## src/rtl/tapsel_pkg.sv

```systemverilog
package tapsel_pkg;

    typedef enum logic [1:0] {
        ST_RECALL  = 2'd0,
        ST_STANDBY = 2'd1,
        ST_ACTIVE  = 2'd2,
        ST_STORE   = 2'd3
    } tap_state_e;

endpackage

```

## src/rtl/tapsel_sync.sv

```systemverilog
module tapsel_sync #(
    parameter int               N       = 3,
    parameter logic [N-1:0]     RST_VAL = '0
) (
    input  logic         clk,
    input  logic         rst,
    input  logic [N-1:0] d,
    output logic [N-1:0] q
);

    genvar gi;
    generate
        for (gi = 0; gi < N; gi++) begin : g_bit
            logic meta_q;
            logic stab_q;
            always_ff @(posedge clk) begin
                if (rst) begin
                    meta_q <= RST_VAL[gi];
                    stab_q <= RST_VAL[gi];
                end else begin
                    meta_q <= d[gi];
                    stab_q <= meta_q;
                end
            end
            assign q[gi] = stab_q;
        end
    endgenerate

endmodule

```

## src/rtl/tapsel_nvstore.sv

```systemverilog
module tapsel_nvstore #(
    parameter int               W    = 5,
    parameter logic [W-1:0]     INIT = '0
) (
    input  logic         clk,
    input  logic         wr_en,
    input  logic [W-1:0] wr_data,
    output logic [W-1:0] rd_data
);

    // Deliberately outside the reset domain: survives a modelled power cycle.
    logic [W-1:0] cell_q = INIT;

    always_ff @(posedge clk) begin
        if (wr_en) begin
            cell_q <= wr_data;
        end
    end

    assign rd_data = cell_q;

endmodule

```

## src/rtl/tapsel_counter.sv

```systemverilog
module tapsel_counter #(
    parameter int W = 5
) (
    input  logic         clk,
    input  logic         rst,
    input  logic [W-1:0] load_val,
    input  logic         up_en,
    input  logic         dn_en,
    output logic [W-1:0] q
);

    localparam logic [W-1:0] TOP = {W{1'b1}};
    localparam logic [W-1:0] BOT = '0;

    logic [W-1:0] cnt_q;

    always_ff @(posedge clk) begin
        if (rst) begin
            cnt_q <= load_val;
        end else if (up_en && (cnt_q != TOP)) begin
            cnt_q <= cnt_q + 1'b1;
        end else if (dn_en && (cnt_q != BOT)) begin
            cnt_q <= cnt_q - 1'b1;
        end
    end

    assign q = cnt_q;

endmodule

```

## src/rtl/tapsel_decode.sv

```systemverilog
module tapsel_decode #(
    parameter int W = 5,
    localparam int N = 1 << W
) (
    input  logic [W-1:0] pos,
    output logic [N-1:0] onehot
);

    genvar gi;
    generate
        for (gi = 0; gi < N; gi++) begin : g_tap
            assign onehot[gi] = (pos == W'(gi));
        end
    endgenerate

endmodule

```

## src/rtl/tapsel_ctrl.sv

```systemverilog
module tapsel_ctrl
    import tapsel_pkg::*;
#(
    parameter int                 POS_W        = 5,
    parameter int                 STORE_CYCLES = 2_500_000,
    parameter logic [POS_W-1:0]   SAVED_INIT   = '0,
    localparam int                TAPS         = 1 << POS_W
) (
    input  logic              clk,
    input  logic              rst,
    input  logic              sel_n_i,
    input  logic              step_i,
    input  logic              dir_i,
    output logic [TAPS-1:0]   tap_o,
    output logic [POS_W-1:0]  pos_o,
    output logic              busy_o,
    output logic              standby_o
);

    localparam int               CNT_W     = $clog2(STORE_CYCLES + 1);
    localparam logic [CNT_W-1:0] CNT_LAST  = CNT_W'(STORE_CYCLES - 1);
    localparam logic [2:0]       SYNC_RST  = 3'b001; // {dir, step, sel_n}

    tap_state_e        state_q, state_d;
    logic [CNT_W-1:0]  wait_q;
    logic [2:0]        sync_s;
    logic              sel_n_s, step_s, dir_s;
    logic              step_prev_q;
    logic              step_fall;
    logic              up_en, dn_en, nv_wr;
    logic [POS_W-1:0]  nv_val;

    tapsel_sync #(.N(3), .RST_VAL(SYNC_RST)) u_sync (
        .clk (clk),
        .rst (rst),
        .d   ({dir_i, step_i, sel_n_i}),
        .q   (sync_s)
    );

    assign sel_n_s = sync_s[0];
    assign step_s  = sync_s[1];
    assign dir_s   = sync_s[2];

    always_ff @(posedge clk) begin
        if (rst) begin
            step_prev_q <= 1'b0;
        end else begin
            step_prev_q <= step_s;
        end
    end

    assign step_fall = step_prev_q & ~step_s;

    // State register
    always_ff @(posedge clk) begin
        if (rst) begin
            state_q <= ST_RECALL;
        end else begin
            state_q <= state_d;
        end
    end

    // Store window counter
    always_ff @(posedge clk) begin
        if (rst) begin
            wait_q <= '0;
        end else if (state_q == ST_STORE) begin
            wait_q <= wait_q + 1'b1;
        end else begin
            wait_q <= '0;
        end
    end

    // Next state
    always_comb begin
        state_d = state_q;
        unique case (state_q)
            ST_RECALL:  state_d = ST_STANDBY;
            ST_STANDBY: if (!sel_n_s) state_d = ST_ACTIVE;
            ST_ACTIVE:  if (sel_n_s)  state_d = step_s ? ST_STORE : ST_STANDBY;
            ST_STORE:   if (wait_q == CNT_LAST) state_d = ST_STANDBY;
        endcase
    end

    // Outputs and datapath strobes
    always_comb begin
        busy_o    = 1'b0;
        standby_o = 1'b0;
        nv_wr     = 1'b0;
        up_en     = 1'b0;
        dn_en     = 1'b0;
        unique case (state_q)
            ST_RECALL:  ;
            ST_STANDBY: standby_o = 1'b1;
            ST_ACTIVE: begin
                if (sel_n_s) begin
                    nv_wr = step_s;
                end else if (step_fall) begin
                    up_en = dir_s;
                    dn_en = ~dir_s;
                end
            end
            ST_STORE:   busy_o = 1'b1;
        endcase
    end

    tapsel_nvstore #(.W(POS_W), .INIT(SAVED_INIT)) u_nv (
        .clk     (clk),
        .wr_en   (nv_wr),
        .wr_data (pos_o),
        .rd_data (nv_val)
    );

    tapsel_counter #(.W(POS_W)) u_cnt (
        .clk      (clk),
        .rst      (rst),
        .load_val (nv_val),
        .up_en    (up_en),
        .dn_en    (dn_en),
        .q        (pos_o)
    );

    tapsel_decode #(.W(POS_W)) u_dec (
        .pos    (pos_o),
        .onehot (tap_o)
    );

endmodule

```

## config.mk

```make
export PLATFORM = sky130hd
export DESIGN_NAME = tapsel_ctrl
export DESIGN_NICKNAME = d
export VERILOG_FILES = /design/src/rtl/tapsel_pkg.sv /design/src/rtl/tapsel_sync.sv /design/src/rtl/tapsel_nvstore.sv /design/src/rtl/tapsel_counter.sv /design/src/rtl/tapsel_decode.sv /design/src/rtl/tapsel_ctrl.sv
export SDC_FILE = /design/constraint.sdc
export NUM_CORES = 1
export LEC_CHECK = 0
export ABC_AREA = 1
export BUFFER_PORTS_ARGS = -buffer_cell sky130_fd_sc_hd__buf_2
export CAP_MARGIN = 30
export CORE_MARGIN = 1
export CORE_UTILIZATION = 45
export DETAILED_ROUTE_END_ITERATION = 10
export GPL_TIMING_DRIVEN = 0
export PLACE_DENSITY = 0.75
export SLEW_MARGIN = 20
export SYNTH_ARGS = -nofsm -noshare
export SYNTH_HDL_FRONTEND = slang
export SYNTH_SLANG_ARGS = --single-unit
```

## constraint.sdc

```tcl
create_clock -name clk -period 1.9 [get_ports clk]
set_clock_uncertainty 0.1 [all_clocks]
set_input_delay 0 -clock clk [delete_from_list [all_inputs] [get_ports clk]]
set_output_delay 0 -clock clk [all_outputs]
set_load 0.005 [all_outputs]
```

After elaboration in Yosys (flattened, before gate mapping):

Cells that the tools add are included.

* add/subtract/negate cells: 3
* equal/unequal tests: 39
* muxes and demuxes: 18
* bitwise logic cells: 4
* reductions and logical operators: 8

Operators with widths (count)
* $eq A5 B5 Y1 const B: 16
* $eq A5 B4 Y1 const B: 8
* $add A22 B1 Y22 const B: 1
* $eq A22 B22 Y1 const B: 1
* $eq A5 B3 Y1 const B: 4
* $mux W5: 3
* $eq A5 B2 Y1 const B: 2
* $mux W1: 10
* $mux W2: 4
* $pmux W2 S4: 1
* $add A5 B1 Y5 const B: 1
* $eq A5 B1 Y1 const B: 1
* $logic_not A5 Y1: 1
* $ne A5 B5 Y1 const B: 1
* $reduce_bool A5 Y1: 1
* $sub A5 B1 Y5 const B: 1
* $eq A2 B2 Y1 const B: 2
* $ne A2 B1 Y1 const B: 2
* $not A1 Y1: 3
* $reduce_and A3 Y1: 1
* $reduce_bool A3 Y1: 1
* $eq A2 B1 Y1 const B: 1
* $logic_and A1 B1 Y1: 2
* $logic_not A2 Y1: 1
* 3 further kinds: 3

* flip-flop bits (word level): 41
* input port bits: 5
* output and inout port bits: 39
* logic and storage cells: 83

Depth between registers and ports, before layout:

* depth in word-level cells: 9
* gate-level depth with buffers: 10
* mapped depth without buffers: 10

Modules after synthesis:

From an unflattened synthesis, not the netlist that was laid out.

* cells, all modules: 342
* area total of the unflattened synthesis: 2386.0 sq um

Modules (own cells, without submodules)
* tapsel_ctrl: instances 1, cells an instance 203, area an instance 1378.8 sq um, seq. area each 500.5 sq um
* tapsel_counter: instances 1, cells an instance 47, area an instance 396.6 sq um, seq. area each 150.1 sq um
* tapsel_decode: instances 1, cells an instance 65, area an instance 269.0 sq um, seq. area each 0.0 sq um
* tapsel_sync: instances 1, cells an instance 22, area an instance 191.4 sq um, seq. area each 120.1 sq um
* tapsel_nvstore: instances 1, cells an instance 5, area an instance 150.1 sq um, seq. area each 150.1 sq um

Worst setup path before layout:

OpenSTA, ideal clock, no wires.

* kind: register to register
* from: reg u_cnt.cnt_q[0] (netlist: u_cnt.q[0])
* to: reg u_cnt.cnt_q[0] (netlist: u_cnt.q[0]), enable pin
* arrival: 1712 ps
* required time: 1443 ps
* path slack: -268 ps
* stages on the path, launching flop included: 8
* path through: edfxtp_1 > ha_1 > inv_1 > nor2_1 > ha_1 > nor3b_1 > nand2_1 > o211ai_1

* cells in the longest elaborated chain, start to end: 3

RTL lines
* start, declared: RTL line tapsel_counter.sv:15 `logic [W-1:0] cnt_q;`
* start signal, assigned: RTL line tapsel_counter.sv:19 `cnt_q <= load_val;`
* start signal, assigned: RTL line tapsel_counter.sv:21 `cnt_q <= cnt_q + 1'b1;`
* start signal, assigned: RTL line tapsel_counter.sv:23 `cnt_q <= cnt_q - 1'b1;`
* $ne A5 B5 Y1 or $reduce_bool A5 Y1 (tied branches): RTL line tapsel_counter.sv:20, tapsel_counter.sv:22
* $logic_and A1 B1 Y1, on equally long branches: RTL line tapsel_counter.sv:20, tapsel_counter.sv:22
* $reduce_bool A3 Y1 (no source line) *

Mark *: on every way between the ends. The rest lies on a longest branch, timed or not.
A chain may end at the register's enable or synchronous reset.

Worst setup path in the final report:

* from: reg u_cnt.cnt_q[1] (netlist: u_cnt.q[1])
* to: reg u_cnt.cnt_q[3] (netlist: u_cnt.q[3]), enable pin

The elaborated chain is that of the path after synthesis.

==> results_dict.tcl <==
set metrics [dict create \
    via_count 2158 \
    placementRows 25 \
    drt-pass1-iter-count 4 \
    yosysMostFrequentCell "nor2_1" \
    dpl-instance-area_um2 2550 \
    synth_edf_count 10 \
    synthCells 308 \
    whs_path_depth 2 \
    netlist.top_cell.by_area "dfxtp_1" \
    h-tree-depth 2 \
    ios 44 \
    initial_core_util_pct 46.9 \
    synth_area_um2 2230 \
    hold_class "register to register" \
    critPathMaxStageDelay_ps 440 \
    leakage_nw 1.27 \
    dp_cells 418 \
    die_h_um 72.4 \
    power_density_nw_per_um2 695 \
    crit_buf_inv 2 \
    critPathSlowestCell "edfxtp_1" \
    cts_buffer_depth 2 \
    nets 397 \
    rrSetupSlack_ps -40 \
    layout-drive-gt1-share_pct 25.9 \
    hold_violations 0 \
    grt_first_pass_wirelength_mm 7.89 \
    critPathLaunchType "register" \
    die_w_um 72.4 \
    port_buffers 43 \
    async_reset_ff_share_pct 0 \
    crit_family "flip-flops" \
    end_kind "register" \
    critPathKind "register to register" \
    ys_types 31 \
    antenna_left 0 \
    insertion_delay_ps 290 \
    viasPerCell 4.81 \
    final.setup.worst_slack_ps -35.8 \
    fin_crit_sh_pct 102 \
    grt_use_met1_pct 26.5 \
    grt_max_degree 14 \
    slew_violations 0 \
    crit-reg2reg-capture "u_cnt.q[3]" \
    reg2regPathDepth 8 \
    clockRootBuffer "clkbuf_8" \
    max_cap_viol_count 0 \
    clk_pin_slew_worst_paths_ps 80 \
    r2r-start "u_cnt.q[1]" \
    worst_slew_pin_slew_ps 507 \
    max-slew-margin-rel_pct 66.1 \
    cts_tree "built" \
    grt-busiest-layer "met2" \
    core-area_um2 4750 \
    violations "setup timing" \
    syn_area_per_cell_um2 7.24 \
    grt_pass1_vias 1786 \
    worstPathCellList "ha_4, inv_4, nor2_4, ha_4, nor3b_4, nand2_2, o211ai_1, buf_4" \
    crit_required_ps 1800 \
    yosysWarnings 0 \
    wirelength_mm 5.06 \
    die-area_um2 5240 \
    vdd_ir_drop_max_mv 0.679 \
    cts_sinks 41 \
    arrival_ps 1840 \
    hpwl_mm 3.54 \
    use_met3_pct 3.61 \
    yosysSeqAreaShare_pct 41.3 \
    synthFlopType "dfxtp_1" \
    grt_antenna_before_repair 0 \
    setup_violations 6 \
    wl_per_cell_um 11.3 \
    area_growth_syn_to_layout_pct 30.1 \
    cts_buffers 5 \
    routabilityCongestion 0.781 \
    min_from "u_sync.g_bit[1].meta_q" \
    fin_util_pct 61.1 \
    rsz0062_at_grt "yes" \
    path_common_cell "ha_4" \
    drt_iter0_drc 117 \
    global_route.usage.met2_pct 30.2 \
    synth-seq-cells 41 \
    hold-path-endpoint "u_sync.g_bit[1].stab_q" \
    fmax_ghz 0.517 \
    path_max_fanout 6 \
    fin_area_um2 2900 \
    synth_commonest_cells "nor2_1 (69), nand2_1 (47), inv_1 (37)" \
    track_usage_pct 19.3 \
    yosys-top-cells-area "dfxtp_1 (28%), edfxtp_1 (13%), nor2_1 (12%)" \
    remaining_drc_errors 0 \
    diodes 0 \
    grt_overflow 0 \
    yosysTopAreaCellShare_pct 27.8 \
    status "complete, but fails checks" \
    syn_nets 324 \
    fin_cells 449 \
    finalCriticalPeriod_ps 1940 \
    hold_ws_ps 297 \
]
[metal layers]
| layer | up-vias | wire length, µm |
|---|---|---|
| li1 | 1132 | - |
| met1 | 961 | 2510 |
| met2 | 61 | 2220 |
| met3 | 4 | 276 |
| met4 | 0 | 54 |
| met5 | - | 0 |
[registers in the layout (all words and copies together) (netlist names)]
signal	count
state_q	2
step_prev_q	1
u_sync.g_bit.stab_q	3
wait_q	22
u_sync.g_bit.meta_q	3
u_nv.rd_data	5
u_cnt.q	5
[cell families after synthesis]
logic type	count (synthesis)	synth area share, %
AOI/OAI and AO/OA	30	7.12
xor gates and xnor gates	8	3.14
adders and majority gates	11	6.17
buffers and inverters	46	7.91
DFF	41	41.3
and+or+nand+nor	172	34.4
[stage by stage]
| step | TNS [ps] | power, W | worst slack, ps |
|---|---|---|---|
| 2_1_floorplan | -330 | 0.00124 | -66.1 |
| 3_3_place_gp | -1750 | 0.00133 | -264 |
| 3_5_place_dp | -2070 | 0.00134 | -297 |
| 4_1_cts | -194 | 0.00202 | -40.1 |
| 5_1_grt | -1050 | 0.00213 | -139 |
| 6_report | -178 | 0.00202 | -35.8 |
[repair_timing]
action                                  4_1_cts  5_1_grt
endpoints found under the hold margin         4        0
resized for setup                            10        5
hold buffers                                  5        0
gates cloned                                  0        0
pin swaps                                     5        4
setup buffers                                14        4
endpoints found under the setup margin       10       13
[layout by cell type (no fill, tap or decap), types with 3 or more instances in the layout]
cell type,n
nand2_1,45
clkbuf_8,5
nor2_4,3
nor2_2,4
nor3_1,16
o21ai_0,10
clkbuf_1,3
inv_1,36
buf_4,18
xor2_1,6
nor2_1,68
a21oi_1,14
nand3_1,20
buf_2,46
dlygate4sd3_1,5
ha_4,3
nand2_2,5
edfxtp_1,10
dfxtp_1,31
ha_1,7
[tightest hold or removal path: stages (launching register included)]
cell	delay [ps]
dfxtp_1	300
inv_1	40
nor2_1	30
[worst max-delay path by stage]
stage,cells after the start,start,to
2_1_floorplan,7,u_cnt.q[1],u_cnt.q[0]
3_3_place_gp,7,u_cnt.q[0],u_cnt.q[2]
3_5_place_dp,7,u_cnt.q[1],u_cnt.q[0]
4_1_cts,8,u_cnt.q[0],u_cnt.q[1]
5_1_grt,8,u_cnt.q[0],u_cnt.q[1]
6_report,8,u_cnt.q[1],u_cnt.q[3]
[power breakdown]
part	internal (W)	switching (W)	total, W
Clock	0.000341	0.000292	0.000633
Sequential	0.000937	0.0000344	0.000971
Combinational	0.000172	0.000240	0.000412
Total	0.00145	0.000567	0.00202
[cell type report]
cell class / count / area (µm²)
Fill cell: 435 / 1850
Multi-Input combinational cell: 221 / 1200
Sequential cell: 41 / 921
Timing Repair Buffer: 66 / 400
Inverter: 39 / 150
Clock buffer: 7 / 97.6
Tap cell: 67 / 83.8
Buffer: 7 / 38.8
Clock inverter: 1 / 8.76
Note: power is estimated with default switching activity, not from simulation.
